File: src/rtl/lpm_pkg.sv
package lpm_pkg;

    typedef enum logic [1:0] {
        MODE_RUN   = 2'b00,
        MODE_SLEEP = 2'b01,
        MODE_DEEP  = 2'b10
    } lpm_mode_e;

    typedef struct packed {
        lpm_mode_e mode;
        logic      wfe_src;   // episode entered through wait-for-event
        logic      cpu_hold;  // one-cycle CPU delay after wake
    } lpm_state_t;

    typedef struct packed {
        logic cpu;
        logic ahb;
        logic apb;
        logic mem;
    } dom_en_t;

endpackage

File: src/rtl/lpm_wake_sel.sv
module lpm_wake_sel #(
    parameter int NUM_IRQ = 32
) (
    input  logic [NUM_IRQ-1:0] irq_pend_i,
    input  logic               wake_evt_i,
    input  logic               wfe_src_i,
    output logic               wake_o
);
    logic any_irq;

    always_comb begin
        any_irq = |irq_pend_i;
        wake_o  = wfe_src_i ? wake_evt_i : any_irq;
    end

endmodule

File: src/rtl/lpm_mode_fsm.sv
module lpm_mode_fsm
    import lpm_pkg::*;
(
    input  logic      clk,
    input  logic      rst_n,
    input  logic      wfi_i,
    input  logic      wfe_i,
    input  logic      deep_req_i,
    input  logic      wake_i,
    output lpm_mode_e mode_o,
    output logic      wfe_src_o,
    output logic      cpu_hold_o
);
    lpm_state_t st_d, st_q;
    logic       entry;

    always_comb begin
        st_d  = st_q;
        entry = (wfi_i || wfe_i) && !st_q.cpu_hold;
        case (st_q.mode)
            MODE_RUN: begin
                if (st_q.cpu_hold) begin
                    st_d.cpu_hold = 1'b0;
                end else if (entry) begin
                    st_d.mode    = deep_req_i ? MODE_DEEP : MODE_SLEEP;
                    st_d.wfe_src = !wfi_i;
                end
            end
            MODE_SLEEP, MODE_DEEP: begin
                if (wake_i) begin
                    st_d.mode     = MODE_RUN;
                    st_d.cpu_hold = 1'b1;
                end
            end
            default: begin
                st_d.mode     = MODE_RUN;
                st_d.cpu_hold = 1'b0;
            end
        endcase
    end

    always_ff @(posedge clk or negedge rst_n) begin
        if (!rst_n) begin
            st_q <= '{mode: MODE_RUN, wfe_src: 1'b0, cpu_hold: 1'b0};
        end else begin
            st_q <= st_d;
        end
    end

    assign mode_o     = st_q.mode;
    assign wfe_src_o  = st_q.wfe_src;
    assign cpu_hold_o = st_q.cpu_hold;

    // the hold lasts exactly one cycle
    p_hold_single_r10: assert property (@(posedge clk) disable iff (!rst_n)
        st_q.cpu_hold |=> !st_q.cpu_hold);

    // without a wake, a sleep state is kept whatever deep_req_i does
    p_stay_asleep_r9: assert property (@(posedge clk) disable iff (!rst_n)
        (st_q.mode != MODE_RUN && !wake_i) |=> $stable(st_q.mode));

    // a wake always passes through the hold cycle
    p_wake_hold_r10: assert property (@(posedge clk) disable iff (!rst_n)
        (st_q.mode != MODE_RUN && wake_i) |=> (st_q.mode == MODE_RUN && st_q.cpu_hold));

endmodule

File: src/rtl/lpm_en_regs.sv
module lpm_en_regs
    import lpm_pkg::*;
#(
    parameter int NUM_PERIPH = 17
) (
    input  logic                  clk,
    input  logic                  rst_n,
    input  lpm_mode_e             mode_i,
    input  logic                  cpu_hold_i,
    input  logic [NUM_PERIPH-1:0] gate_en_i,
    output dom_en_t               dom_en_o,
    output logic [NUM_PERIPH-1:0] periph_en_o
);
    dom_en_t               dom_d, dom_q;
    logic [NUM_PERIPH-1:0] per_d;

    always_comb begin
        case (mode_i)
            MODE_RUN: begin
                dom_d = '{cpu: !cpu_hold_i, ahb: 1'b1, apb: 1'b1, mem: 1'b1};
                per_d = gate_en_i;
            end
            MODE_SLEEP: begin
                dom_d = '{cpu: 1'b0, ahb: 1'b1, apb: 1'b1, mem: 1'b1};
                per_d = '1;
            end
            default: begin
                dom_d = '{cpu: 1'b0, ahb: 1'b0, apb: 1'b0, mem: 1'b0};
                per_d = '0;
            end
        endcase
    end

    // falling-edge registers keep each enable stable across the high phase
    always_ff @(negedge clk or negedge rst_n) begin
        if (!rst_n) begin
            dom_q <= '{cpu: 1'b1, ahb: 1'b1, apb: 1'b1, mem: 1'b1};
        end else begin
            dom_q <= dom_d;
        end
    end

    for (genvar g = 0; g < NUM_PERIPH; g++) begin : g_per
        logic en_q;
        always_ff @(negedge clk or negedge rst_n) begin
            if (!rst_n) begin
                en_q <= 1'b1;
            end else begin
                en_q <= per_d[g];
            end
        end
        assign periph_en_o[g] = en_q;
    end

    assign dom_en_o = dom_q;

endmodule

File: src/rtl/lpm_clk_ctrl.sv
module lpm_clk_ctrl
    import lpm_pkg::*;
#(
    parameter int NUM_IRQ    = 32,
    parameter int NUM_PERIPH = 17
) (
    input  logic                  clk,
    input  logic                  rst_n,
    input  logic                  deep_req_i,
    input  logic                  wfi_i,
    input  logic                  wfe_i,
    input  logic [NUM_IRQ-1:0]    irq_pend_i,
    input  logic                  wake_evt_i,
    input  logic [NUM_PERIPH-1:0] gate_en_i,
    output logic                  cpu_clk_en_o,
    output logic                  ahb_clk_en_o,
    output logic                  apb_clk_en_o,
    output logic                  mem_clk_en_o,
    output logic [NUM_PERIPH-1:0] periph_clk_en_o,
    output logic [1:0]            mode_o
);
    lpm_mode_e mode;
    logic      wfe_src;
    logic      cpu_hold;
    logic      wake;
    dom_en_t   dom_en;

    lpm_wake_sel #(.NUM_IRQ(NUM_IRQ)) u_wake (
        .irq_pend_i (irq_pend_i),
        .wake_evt_i (wake_evt_i),
        .wfe_src_i  (wfe_src),
        .wake_o     (wake)
    );

    lpm_mode_fsm u_fsm (
        .clk        (clk),
        .rst_n      (rst_n),
        .wfi_i      (wfi_i),
        .wfe_i      (wfe_i),
        .deep_req_i (deep_req_i),
        .wake_i     (wake),
        .mode_o     (mode),
        .wfe_src_o  (wfe_src),
        .cpu_hold_o (cpu_hold)
    );

    lpm_en_regs #(.NUM_PERIPH(NUM_PERIPH)) u_en (
        .clk         (clk),
        .rst_n       (rst_n),
        .mode_i      (mode),
        .cpu_hold_i  (cpu_hold),
        .gate_en_i   (gate_en_i),
        .dom_en_o    (dom_en),
        .periph_en_o (periph_clk_en_o)
    );

    assign cpu_clk_en_o = dom_en.cpu;
    assign ahb_clk_en_o = dom_en.ahb;
    assign apb_clk_en_o = dom_en.apb;
    assign mem_clk_en_o = dom_en.mem;
    assign mode_o       = mode;

    // the unused encoding never appears
    p_mode_legal_r6: assert property (@(posedge clk) disable iff (!rst_n)
        mode_o != 2'b11);

    // light sleep shows CPU off, everything else on
    p_sleep_domains_r2: assert property (@(posedge clk) disable iff (!rst_n)
        (mode_o == 2'b01) |-> (!cpu_clk_en_o && ahb_clk_en_o && apb_clk_en_o
                               && mem_clk_en_o && (&periph_clk_en_o)));

    // deep sleep shows every enable off
    p_deep_domains_r3: assert property (@(posedge clk) disable iff (!rst_n)
        (mode_o == 2'b10) |-> (!cpu_clk_en_o && !ahb_clk_en_o && !apb_clk_en_o
                               && !mem_clk_en_o && (periph_clk_en_o == '0)));

    // CPU clock returns only after buses and memory were already on
    p_wake_order_r10: assert property (@(posedge clk) disable iff (!rst_n)
        $rose(cpu_clk_en_o) |-> ($past(ahb_clk_en_o) && $past(apb_clk_en_o)
                                 && $past(mem_clk_en_o)));

endmodule

File: config.mk
export PLATFORM = sky130hd
export DESIGN_NAME = lpm_clk_ctrl
export DESIGN_NICKNAME = d
export VERILOG_FILES = /design/src/rtl/lpm_pkg.sv /design/src/rtl/lpm_wake_sel.sv /design/src/rtl/lpm_mode_fsm.sv /design/src/rtl/lpm_en_regs.sv /design/src/rtl/lpm_clk_ctrl.sv
export SDC_FILE = /design/constraint.sdc
export NUM_CORES = 1
export LEC_CHECK = 0
export ABC_AREA = 1
export BUFFER_PORTS_ARGS = -buffer_cell sky130_fd_sc_hd__buf_2
export CELL_PAD_IN_SITES_DETAIL_PLACEMENT = 0
export CELL_PAD_IN_SITES_GLOBAL_PLACEMENT = 1
export CORE_UTILIZATION = 29
export CTS_BUF_LIST = sky130_fd_sc_hd__clkbuf_2 sky130_fd_sc_hd__clkbuf_4 sky130_fd_sc_hd__clkbuf_8
export DETAILED_ROUTE_END_ITERATION = 6
export GPL_TIMING_DRIVEN = 1
export PLACE_DENSITY_LB_ADDON = 0.1
export SKIP_CTS_REPAIR_TIMING = 1
export SLEW_MARGIN = 40
export SYNTH_ARGS = -nofsm -noshare
export SYNTH_HDL_FRONTEND = slang
export SYNTH_SLANG_ARGS = --single-unit
File: constraint.sdc
create_clock -name clk -period 1.7 [get_ports clk]
set_clock_uncertainty 0.15 [all_clocks]
set_input_delay 0.17 -clock clk [delete_from_list [all_inputs] [get_ports clk]]
set_output_delay 0.17 -clock clk [all_outputs]
set_load 0.03 [all_outputs]
[After elaboration in Yosys (flattened, before gate mapping)]
Cells that the tools add are included.
Widths: inputs -> output; s select.
Word-level totals
  input port bits: 55
  flip-flop bits (word level): 25
  word-level logic and storage cells: 49
  output and inout bits: 23
Operators by class
  multiplexer cells: 10
  reduce and logical (&&, ||, !) cells: 9
  equality and inequality tests: 5
  bitwise operators: 1
Operators by type and width (number)
  $pmux 17 s2: 1
  $reduce_or 32->1: 1
  $pmux 4 s2: 1
  $mux 3: 2
  $reduce_and 3->1: 2
  $mux 2: 2
  $ne 2x2->1 const B: 2
  $pmux 2 s2: 1
  $mux 1: 3
  $eq 2x1->1 const B: 1
  $eq 2x2->1 const B: 1
  $logic_not 1->1: 2
  $logic_not 2->1: 1
  $ne 2x1->1 const B: 1
  $reduce_or 2->1: 1
  $logic_and 1x1->1: 1
  $logic_or 1x1->1: 1
  $not 1->1: 1

[Depth between registers and ports, before layout]
Gate-level depths: netlist of the first run.
  depth in word-level cells: 5
  depth in mapped cells: 9
  gate-level depth less buffers: 9

[Cells and area by module]
A second synthesis of the first run with hierarchy kept.
Unflattened totals
  cell total of the unflattened synthesis: 141
  area, all modules: 1193.6 µm²
By module, submodules not included
  lpm_en_regs: cells an instance 81, area each 838.3 µm², seq. area each 499.2 µm², times used 1
  lpm_mode_fsm: cells an instance 27, area each 224.0 µm², seq. area each 100.1 µm², times used 1
  lpm_wake_sel: cells an instance 33, area each 131.4 µm², seq. area each 0.0 µm², times used 1

==> results of run 1 <==
## worst max path at each step
stage	to	cells past startpoint	from
3_5_place_dp	u_en.g_per[4].en_q	4	u_fsm.mode_o[1]
4_1_cts	mem_clk_en_o	1	u_en.dom_en_o[2]
5_1_grt	ahb_clk_en_o	1	u_en.dom_en_o[2]
6_report	apb_clk_en_o	1	u_en.dom_en_o[2]
3_3_place_gp	u_en.g_per[1].en_q	4	u_fsm.mode_o[1]
2_1_floorplan	u_en.g_per[10].en_q	6	u_fsm.mode_o[0]
## power groups by stage
stage | combinational [mW] | sequential, mW | clock (mW)
floorplan | 1.37 | 1.17 | 0.0720
global placement | 1.40 | 1.05 | 0.0720
detailed placement | 1.41 | 1.06 | 0.0720
finish | 2.26 | 1.12 | 0.670
global route | 2.41 | 1.15 | 0.741
CTS | 1.41 | 1.06 | 0.662
## final cells by class
class	count	share of cell area, %
clock buffers	3	2.00
clock inverters	20	4.92
inverters	7	2.00
multi-input cells	85	25.6
flip-flops and latches	23	29.2
well taps	48	2.91
repair buffers	89	31.9
repair inverters	3	1.40
## kinds of logic (layout without fill, tap and decap cells)
group / after synthesis / count (layout) / synth area share, %
buffers and inverters: 30 / 122 / 16.7
AND/OR/NAND/NOR: 78 / 78 / 26.5
adder cells (fa/ha/maj): 2 / 2 / 2.16
AO/OA/AOI/OAI: 5 / 5 / 2.91
flip-flops: 23 / 23 / 51.7
## state kept, by name, indices dropped and copies added, names as in the netlist
register / count
u_en.g_per.en_q: 17
u_fsm.wfe_src_o: 1
u_fsm.mode_o: 2
u_fsm.cpu_hold_o: 1
u_en.dom_en_o: 2
## cell usage in the layout (no fill, tap or decap), drive strengths merged
cell type	instances
nor2	22
dfstp	19
ha	2
nand2	51
nand3	3
bufinv	1
inv	29
a21boi	1
nor3	1
dfrtp	4
o21ai	3
clkbuf	5
buf	87
o21bai	1
or2	1
## metrics by stage
| step | hold slack (ps) | setup WS, ps | setup TNS (ps) |
|---|---|---|---|
| 4_1_cts | -37.3 | -530 | -16120 |
| 5_1_grt | 0.358 | -531 | -16200 |
| 3_5_place_dp | 250 | -345 | -9500 |
| 2_1_floorplan | -276 | -433 | -10150 |
| 3_3_place_gp | 244 | -312 | -9010 |
| 6_report | -13.1 | -492 | -14720 |
## layer usage
layer	wire length [µm]	vias to the layer above	track usage [%]
li1	-	581	-
met1	1140	539	13.5
met2	1630	40	23.3
met3	145	2	2.95
met4	27	0	2.72
met5	0	-	0
==> impl_metrics.py, run 1 <==
metrics = {
    "floorplanning": {
        "die_w_um": 65.2,
        "initial_core_util_pct": 31.0,
        "die_area_mm2": 0.00426,
        "rows": 22,
        "die_h_um": 65.2,
        "core_area_mm2": 0.00374,
        "io_pins": 78,
    },
    "layout": {
        "multi_input_area_um2": 528,
        "final_cell_area_mm2": 0.00206,
        "layout-drive-gt1-share_pct": 68.7,
        "fillCellCount": 369,
        "seq_area_um2": 602,
        "fin_cells": 278,
        "antenna_cells": 0,
        "utilization_pct": 55.0,
        "syn_to_final_growth_pct": 77.7,
        "finalNetCount": 288,
    },
    "critical_path": {
        "cp_slowest_cell": "dfstp_2",
        "worstReg2RegEnd": "u_en.g_per[9].en_q",
        "arrival_ps": 1870,
        "critical_path_class": "reg2out",
        "crit_fanout": 3,
        "crit_chain": "buf_4",
        "critical_path_buf_inv_count": 1,
        "cp-start-kind": "register",
        "worstPathRequired_ps": 1380,
        "crit_family": "flip-flops",
        "worst_setup_path_end_kind": "output pin",
        "cpPeakStageDelay_ps": 540,
        "rr_startpoint": "u_fsm.mode_o[1]",
        "reg2reg_depth": 5,
        "rrSetupSlack_ps": -290,
    },
    "place": {
        "placed_cells": 246,
        "gp_congestion": 0.674,
        "placed_cell_area_mm2": 0.00150,
        "port-buffer-count": 77,
        "dp_hpwl_mm": 1.96,
    },
    "cts": {
        "cts_tree": "built",
        "clk_path_buf_depth": 2,
        "root_buffer": "clkbuf_8",
        "clock-sinks": 23,
        "htreeDepth": 1,
        "cts_buffers": 3,
        "clk_pin_slew_worst_paths_ps": 100,
        "clock_latency_ps": 270,
    },
    "sta": {
        "worst_slack_ps": -492,
        "worstMarginPinSlew_ps": 416,
        "slew_viol_final": 0,
        "rsz0062_at_grt": "yes",
        "setup_viol": 40,
        "slew_headroom_pct": 72.3,
        "hold-worst-slack_ps": -13.1,
        "finalHoldViolCount": 5,
    },
    "yosys": {
        "synth_common_cells": "49 x nand2_1, 21 x nor2_1, 19 x buf_4, 19 x dfstp_2, 6 x inv_1",
        "yosysMostFrequentCell": "nand2_1",
        "synth_top_area_share_pct": 43.0,
        "synth.avg_cell_area_um2": 8.40,
        "synth_nets": 195,
        "synth_top_cell_by_area": "dfstp_2",
        "yosysSeqAreaShare_pct": 51.7,
        "synth.distinct_cells": 20,
        "synthFlopType": "dfstp_2",
        "synth_cells": 138,
        "synth_area_leaders": "dfstp_2 43%, nand2_1 16%, buf_4 12%",
        "ys_seq_elements": 23,
        "synth-edff-count": 0,
        "ys_warn_count": 0,
        "synth-async-reset-ratio_pct": 100,
        "synth_area_mm2": 0.00116,
    },
    "route": {
        "routed_wl_mm": 2.95,
        "viasPerCell": 4.18,
        "drc": 0,
        "wl_per_cell_um": 10.6,
        "postRouteAntennaNets": 0,
        "num_vias": 1162,
        "first_pass_iters": 4,
        "drt_iter0_drc": 44,
    },
    "power_and_ir_drop": {
        "p_int_mw": 2.40,
        "p_seq_share_pct": 27.7,
        "clockPowerShare_pct": 16.5,
        "p_leak_nw": 1.11,
        "peakVddDrop_mv": 0.736,
        "swShare_pct": 40.9,
        "total_power_mw": 4.05,
        "combinationalPowerShare_pct": 55.8,
        "p_switching_mw": 1.66,
        "power.density_mw_per_mm2": 1970,
    },
    "min_path": {
        "worstHoldPathType": "in2async",
    },
    "global_routing": {
        "antenna_found_initial": 0,
        "grt-ovfl-total": 0,
        "grt_max_degree": 21,
        "first_global_vias": 1061,
        "track_usage_pct": 12.2,
        "grt_first_pass_wirelength_mm": 4.13,
    },
    "outcome": {
        "status": "complete, but fails checks",
        "violations": "negative hold slack, negative setup slack",
    },
    "flow_run": {
        "cap_violations": 0,
    },
}
Note: power is estimated with default switching activity, not from simulation.
==> run 2, diff against run 1 <==
--- a/config.mk
+++ b/config.mk
@@ -5,11 +5,10 @@
 export SDC_FILE = /design/constraint.sdc
 export NUM_CORES = 1
 export LEC_CHECK = 0
-export ABC_AREA = 1
 export BUFFER_PORTS_ARGS = -buffer_cell sky130_fd_sc_hd__buf_2
 export CELL_PAD_IN_SITES_DETAIL_PLACEMENT = 0
 export CELL_PAD_IN_SITES_GLOBAL_PLACEMENT = 1
-export CORE_UTILIZATION = 29
+export CORE_UTILIZATION = 30
 export CTS_BUF_LIST = sky130_fd_sc_hd__clkbuf_2 sky130_fd_sc_hd__clkbuf_4 sky130_fd_sc_hd__clkbuf_8
 export DETAILED_ROUTE_END_ITERATION = 6
 export GPL_TIMING_DRIVEN = 1
==> impl_metrics.py, run 2 <==
metrics = {
    "floorplanning": {
        "die_h_um": 63.1,
        "rows": 21,
        "die_area_mm2": 0.00399,
        "core_area_mm2": 0.00347,
        "io_pins": 78,
        "die_w_um": 63.1,
        "initial_core_util_pct": 32.3,
    },
    "route": {
        "routed_wl_mm": 2.49,
        "wl_per_cell_um": 10.7,
        "num_vias": 990,
        "drc": 0,
        "postRouteAntennaNets": 0,
        "first_pass_iters": 2,
        "drt_iter0_drc": 10,
        "viasPerCell": 4.27,
    },
    "flow_run": {
        "cap_violations": 0,
    },
    "outcome": {
        "status": "complete, but fails checks",
        "violations": "negative setup slack",
    },
    "layout": {
        "utilization_pct": 53.0,
        "syn_to_final_growth_pct": 64.1,
        "fillCellCount": 342,
        "largest-register": "u_en.g_per.en_q",
        "final_cell_area_mm2": 0.00184,
        "antenna_cells": 0,
        "final_common_cell": "buf_2",
        "final_cell_mix": "56 x buf_2, 22 x inv_1, 22 x buf_6",
        "largest_reg_flops": 17,
        "finalNetCount": 244,
        "layout-drive-gt1-share_pct": 68.8,
    },
    "critical_path": {
        "crit_family": "flip-flops",
        "worst_setup_path_end_kind": "output pin",
        "critical_path_buf_inv_count": 1,
        "worstPathRequired_ps": 1380,
        "critical_path_class": "reg2out",
        "arrival_ps": 1870,
        "crit_chain": "buf_4",
        "crit_fanout": 3,
        "cpPeakStageDelay_ps": 540,
        "cp-start-kind": "register",
        "rr_startpoint": "u_fsm.mode_o[0]",
        "cp_slowest_cell": "dfstp_2",
        "reg2reg_depth": 4,
        "worstReg2RegEnd": "u_en.g_per[15].en_q",
        "cp_num_cells": 1,
        "rrSetupSlack_ps": -250,
    },
    "cts": {
        "cts_buffers": 3,
        "clk_pin_slew_worst_paths_ps": 90,
        "htreeDepth": 1,
        "root_buffer": "clkbuf_8",
        "cts_tree": "built",
        "clock-sinks": 23,
        "clk_path_buf_depth": 2,
        "clock_latency_ps": 260,
    },
    "yosys": {
        "ys_warn_count": 0,
        "synth_cells": 95,
        "synth_area_mm2": 0.00112,
        "synth.avg_cell_area_um2": 11.8,
        "ys_seq_elements": 23,
        "synthFlopType": "dfstp_2",
        "synth-edff-count": 0,
        "synth_top_cell_by_area": "dfstp_2",
        "yosysSeqAreaShare_pct": 53.5,
        "synth_area_leaders": "dfstp_2 45%, buf_4 13%, a21o_1 11%",
        "synth_top_area_share_pct": 44.5,
        "synth_common_cells": "19 x buf_4, 19 x dfstp_2, 17 x a21o_1, 5 x inv_1",
        "synth.distinct_cells": 26,
        "synth_nets": 152,
        "synth-async-reset-ratio_pct": 100,
    },
    "sta": {
        "finalSetupTns_ps": -13760,
        "finalHoldViolCount": 0,
        "slew_headroom_pct": 71.5,
        "slew_viol_final": 0,
        "hold-worst-slack_ps": 3.47,
        "setup_viol": 40,
        "worst_slack_ps": -488,
        "worstMarginPinSlew_ps": 428,
        "rsz0062_at_grt": "yes",
    },
    "global_routing": {
        "grt-ovfl-total": 0,
        "antenna_found_initial": 0,
        "track_usage_pct": 12.9,
        "grt_max_degree": 21,
        "grt_first_pass_wirelength_mm": 4.05,
        "first_global_vias": 982,
    },
    "place": {
        "post-place-ws_ps": -336,
        "port-buffer-count": 77,
        "gp_congestion": 0.668,
        "placed_cell_area_mm2": 0.00154,
        "dp_hpwl_mm": 1.95,
    },
    "power_and_ir_drop": {
        "p_leak_nw": 1.01,
        "peakVddDrop_mv": 0.722,
        "power.density_mw_per_mm2": 1950,
    },
    "min_path": {
        "worstHoldPathType": "in2async",
    },
}
## run 2: changes by cell type after synthesis, moves of 2 or more
| cell | delta |
|---|---|
| nand3_1 | -2 |
| nor2_1 | -19 |
| a21oi_1 | +2 |
| nor4_1 | +4 |
| nand2_2 | -2 |
| nand2_1 | -48 |
| a21o_1 | +17 |
| nor4_2 | +3 |
## run 2: power by group
part | internal [mW] | switching, mW | leakage [nW]
clock network | 0.219 | 0.261 | 0.128
registers | 0.973 | 0.148 | 0.248
logic | 1.01 | 0.978 | 0.638
total | 2.20 | 1.39 | 1.01
## run 2: stage by stage
stage	std cells	power, mW
after global placement	207	2.71
after global routing	232	3.84
after floorplan	95	2.69
after CTS	229	3.17
after detailed placement	207	2.74
final	232	3.59
## run 2: layer usage
layer | up-vias | track usage (%) | share of wire, %
met5 | - | 0 | 0
met4 | 0 | 3.20 | 0
met3 | 0 | 2.54 | 5.5
met2 | 39 | 24.7 | 56
met1 | 462 | 14.2 | 38
li1 | 489 | - | -
## run 2: final cells by class
cell class                      count  area, µm²  share of cell area, %
Clock buffer                        3       41.3                   2.24
Tap cell                           46       57.6                   3.13
Timing Repair Buffer               92        661                   35.9
Multi-Input combinational cell     44        385                   21.0
Inverter                            4       17.5                  0.952
Clock inverter                     20       75.1                   4.08
Sequential cell                    23        602                   32.7
## run 2: cell families after synthesis
| family | after synthesis | share of synthesized area [%] |
|---|---|---|
| compound gates | 25 | 17.1 |
| fa+ha+maj | 2 | 2.23 |
| buf+inv | 28 | 15.8 |
| flops | 23 | 53.5 |
| mux | 2 | 2.23 |
| simple gates | 15 | 9.15 |
## run 2: how the worst max path moves through the flow
stage | from | to | slack, ps
floorplan | u_fsm.mode_o[1] | u_en.g_per[11].en_q | -490
global placement | u_fsm.mode_o[1] | u_en.g_per[6].en_q | -300
detailed placement | u_fsm.mode_o[1] | u_en.g_per[8].en_q | -340
CTS | u_en.dom_en_o[2] | ahb_clk_en_o | -530
global route | u_en.dom_en_o[2] | ahb_clk_en_o | -540
finish | u_en.dom_en_o[2] | ahb_clk_en_o | -490
==> run 3, diff against run 2 <==
--- a/config.mk
+++ b/config.mk
@@ -5,10 +5,11 @@
 export SDC_FILE = /design/constraint.sdc
 export NUM_CORES = 1
 export LEC_CHECK = 0
-export BUFFER_PORTS_ARGS = -buffer_cell sky130_fd_sc_hd__buf_2
+export ABC_AREA = 1
+export BUFFER_PORTS_ARGS = -buffer_cell sky130_fd_sc_hd__clkbuf_2
 export CELL_PAD_IN_SITES_DETAIL_PLACEMENT = 0
 export CELL_PAD_IN_SITES_GLOBAL_PLACEMENT = 1
-export CORE_UTILIZATION = 30
+export CORE_UTILIZATION = 29
 export CTS_BUF_LIST = sky130_fd_sc_hd__clkbuf_2 sky130_fd_sc_hd__clkbuf_4 sky130_fd_sc_hd__clkbuf_8
 export DETAILED_ROUTE_END_ITERATION = 6
 export GPL_TIMING_DRIVEN = 1
==> impl_metrics.py, run 3 (synthesis results as in run 1) <==
metrics = {
    "layout": {
        "largest_reg_flops": 17,
        "layout-drive-gt1-share_pct": 66.8,
        "utilization_pct": 53.3,
        "finalNetCount": 290,
        "final_common_cell": "clkbuf_2",
        "syn_to_final_growth_pct": 72.0,
        "final_cell_mix": "56 x clkbuf_2, 23 x nand2_2, 23 x nand2_1, 23 x buf_6, 22 x inv_1",
        "antenna_cells": 0,
        "largest-register": "u_en.g_per.en_q",
        "fillCellCount": 374,
    },
    "cts": {
        "root_buffer": "clkbuf_8",
        "clk_path_buf_depth": 2,
        "cts_buffers": 3,
        "clock-sinks": 23,
        "clk_pin_slew_worst_paths_ps": 90,
        "clock_latency_ps": 270,
        "cts_tree": "built",
        "htreeDepth": 1,
    },
    "critical_path": {
        "worst_setup_path_end_kind": "output pin",
        "rrSetupSlack_ps": -240,
        "crit_fanout": 3,
        "cp-start-kind": "register",
        "cpPeakStageDelay_ps": 540,
        "worstPathRequired_ps": 1380,
        "crit_chain": "buf_4",
        "crit_family": "flip-flops",
        "arrival_ps": 1870,
        "critical_path_class": "reg2out",
        "cp_slowest_cell": "dfstp_2",
        "critical_path_buf_inv_count": 1,
    },
    "route": {
        "wl_met3_um": 154,
        "postRouteAntennaNets": 0,
        "wl_per_cell_um": 9.83,
        "drt_iter0_drc": 23,
        "wl_met2_mm": 1.56,
        "met1_length_mm": 1.03,
        "highest_layer": "met4",
        "drc": 0,
        "first_pass_iters": 4,
        "num_vias": 1139,
        "viasPerCell": 4.07,
        "routed_wl_mm": 2.75,
    },
    "sta": {
        "worst_slack_ps": -493,
        "hold-worst-slack_ps": 20.1,
        "setup_viol": 40,
        "finalHoldViolCount": 0,
        "rsz0062_at_grt": "yes",
        "finalSetupTns_ps": -13690,
        "worstMarginPinSlew_ps": 201,
        "slew_viol_final": 0,
        "slew_headroom_pct": 86.6,
    },
    "flow_run": {
        "cap_violations": 0,
    },
    "floorplanning": {
        "die_w_um": 65.2,
        "initial_core_util_pct": 31.0,
        "io_pins": 78,
        "rows": 22,
        "die_h_um": 65.2,
        "die_area_mm2": 0.00426,
        "core_area_mm2": 0.00374,
    },
    "global_routing": {
        "antenna_found_initial": 0,
        "first_global_vias": 1061,
        "grt-ovfl-total": 0,
        "grt_first_pass_wirelength_mm": 4.00,
        "grt_max_degree": 24,
        "track_usage_pct": 12.0,
    },
    "place": {
        "port-buffer-count": 77,
        "post-place-ws_ps": -332,
        "gp_congestion": 0.638,
        "dp_hpwl_mm": 1.95,
    },
    "outcome": {
        "status": "complete, but fails checks",
        "violations": "negative setup slack",
    },
    "min_path": {
        "worstHoldPathType": "in2reg",
    },
    "power_and_ir_drop": {
        "power.density_mw_per_mm2": 1870,
        "peakVddDrop_mv": 0.789,
        "p_leak_nw": 1.09,
    },
}
## run 3: cell type report
type                    instances  area, µm²  share of cell area, %
clock buffers                   3       41.3                   2.07
clock inverters                20       78.8                   3.95
inverters                       7       38.8                   1.94
multi-input cells              85        493                   24.7
flip-flops and latches         23        602                   30.2
well taps                      48       60.1                   3.01
repair buffers                 91        654                   32.8
repair inverters                3       26.3                   1.32
## run 3: per-stage QoR
step / cells / power (mW) / cell area (µm²)
detailed placement: 246 / 2.55 / 1510
finish: 280 / 3.73 / 1990
global placement: 246 / 2.53 / 1510
floorplan: 138 / 2.62 / 1260
global route: 280 / 4.00 / 1990
CTS: 268 / 3.00 / 1630
## run 3: path summary, 6_finish.rpt
check | from | end | cells past startpoint
max | u_en.dom_en_o[2] | mem_clk_en_o | 1
min | deep_req_i | u_fsm.mode_o[0] | 4
max reg2reg | u_fsm.mode_o[1] | u_en.g_per[10].en_q | 5
min reg2reg | u_fsm.wfe_src_o | u_fsm.wfe_src_o | 2
max in group asynchronous | rst_n | u_en.g_per[16].en_q | 3
min in group asynchronous | rst_n | u_fsm.cpu_hold_o | 3
## run 3: report_power, final
| part | total (mW) | internal [mW] | switching (mW) | leakage (nW) |
|---|---|---|---|---|
| registers | 1.12 | 0.971 | 0.148 | 0.248 |
| clock network | 0.497 | 0.224 | 0.274 | 0.123 |
| logic | 2.11 | 0.958 | 1.16 | 0.721 |
## run 3: metal layers
metal / global-route usage, % / vias up
li1: - / 584
met4: 3.26 / 0
met3: 4.86 / 2
met5: 0 / -
met1: 12.5 / 518
met2: 21.9 / 35
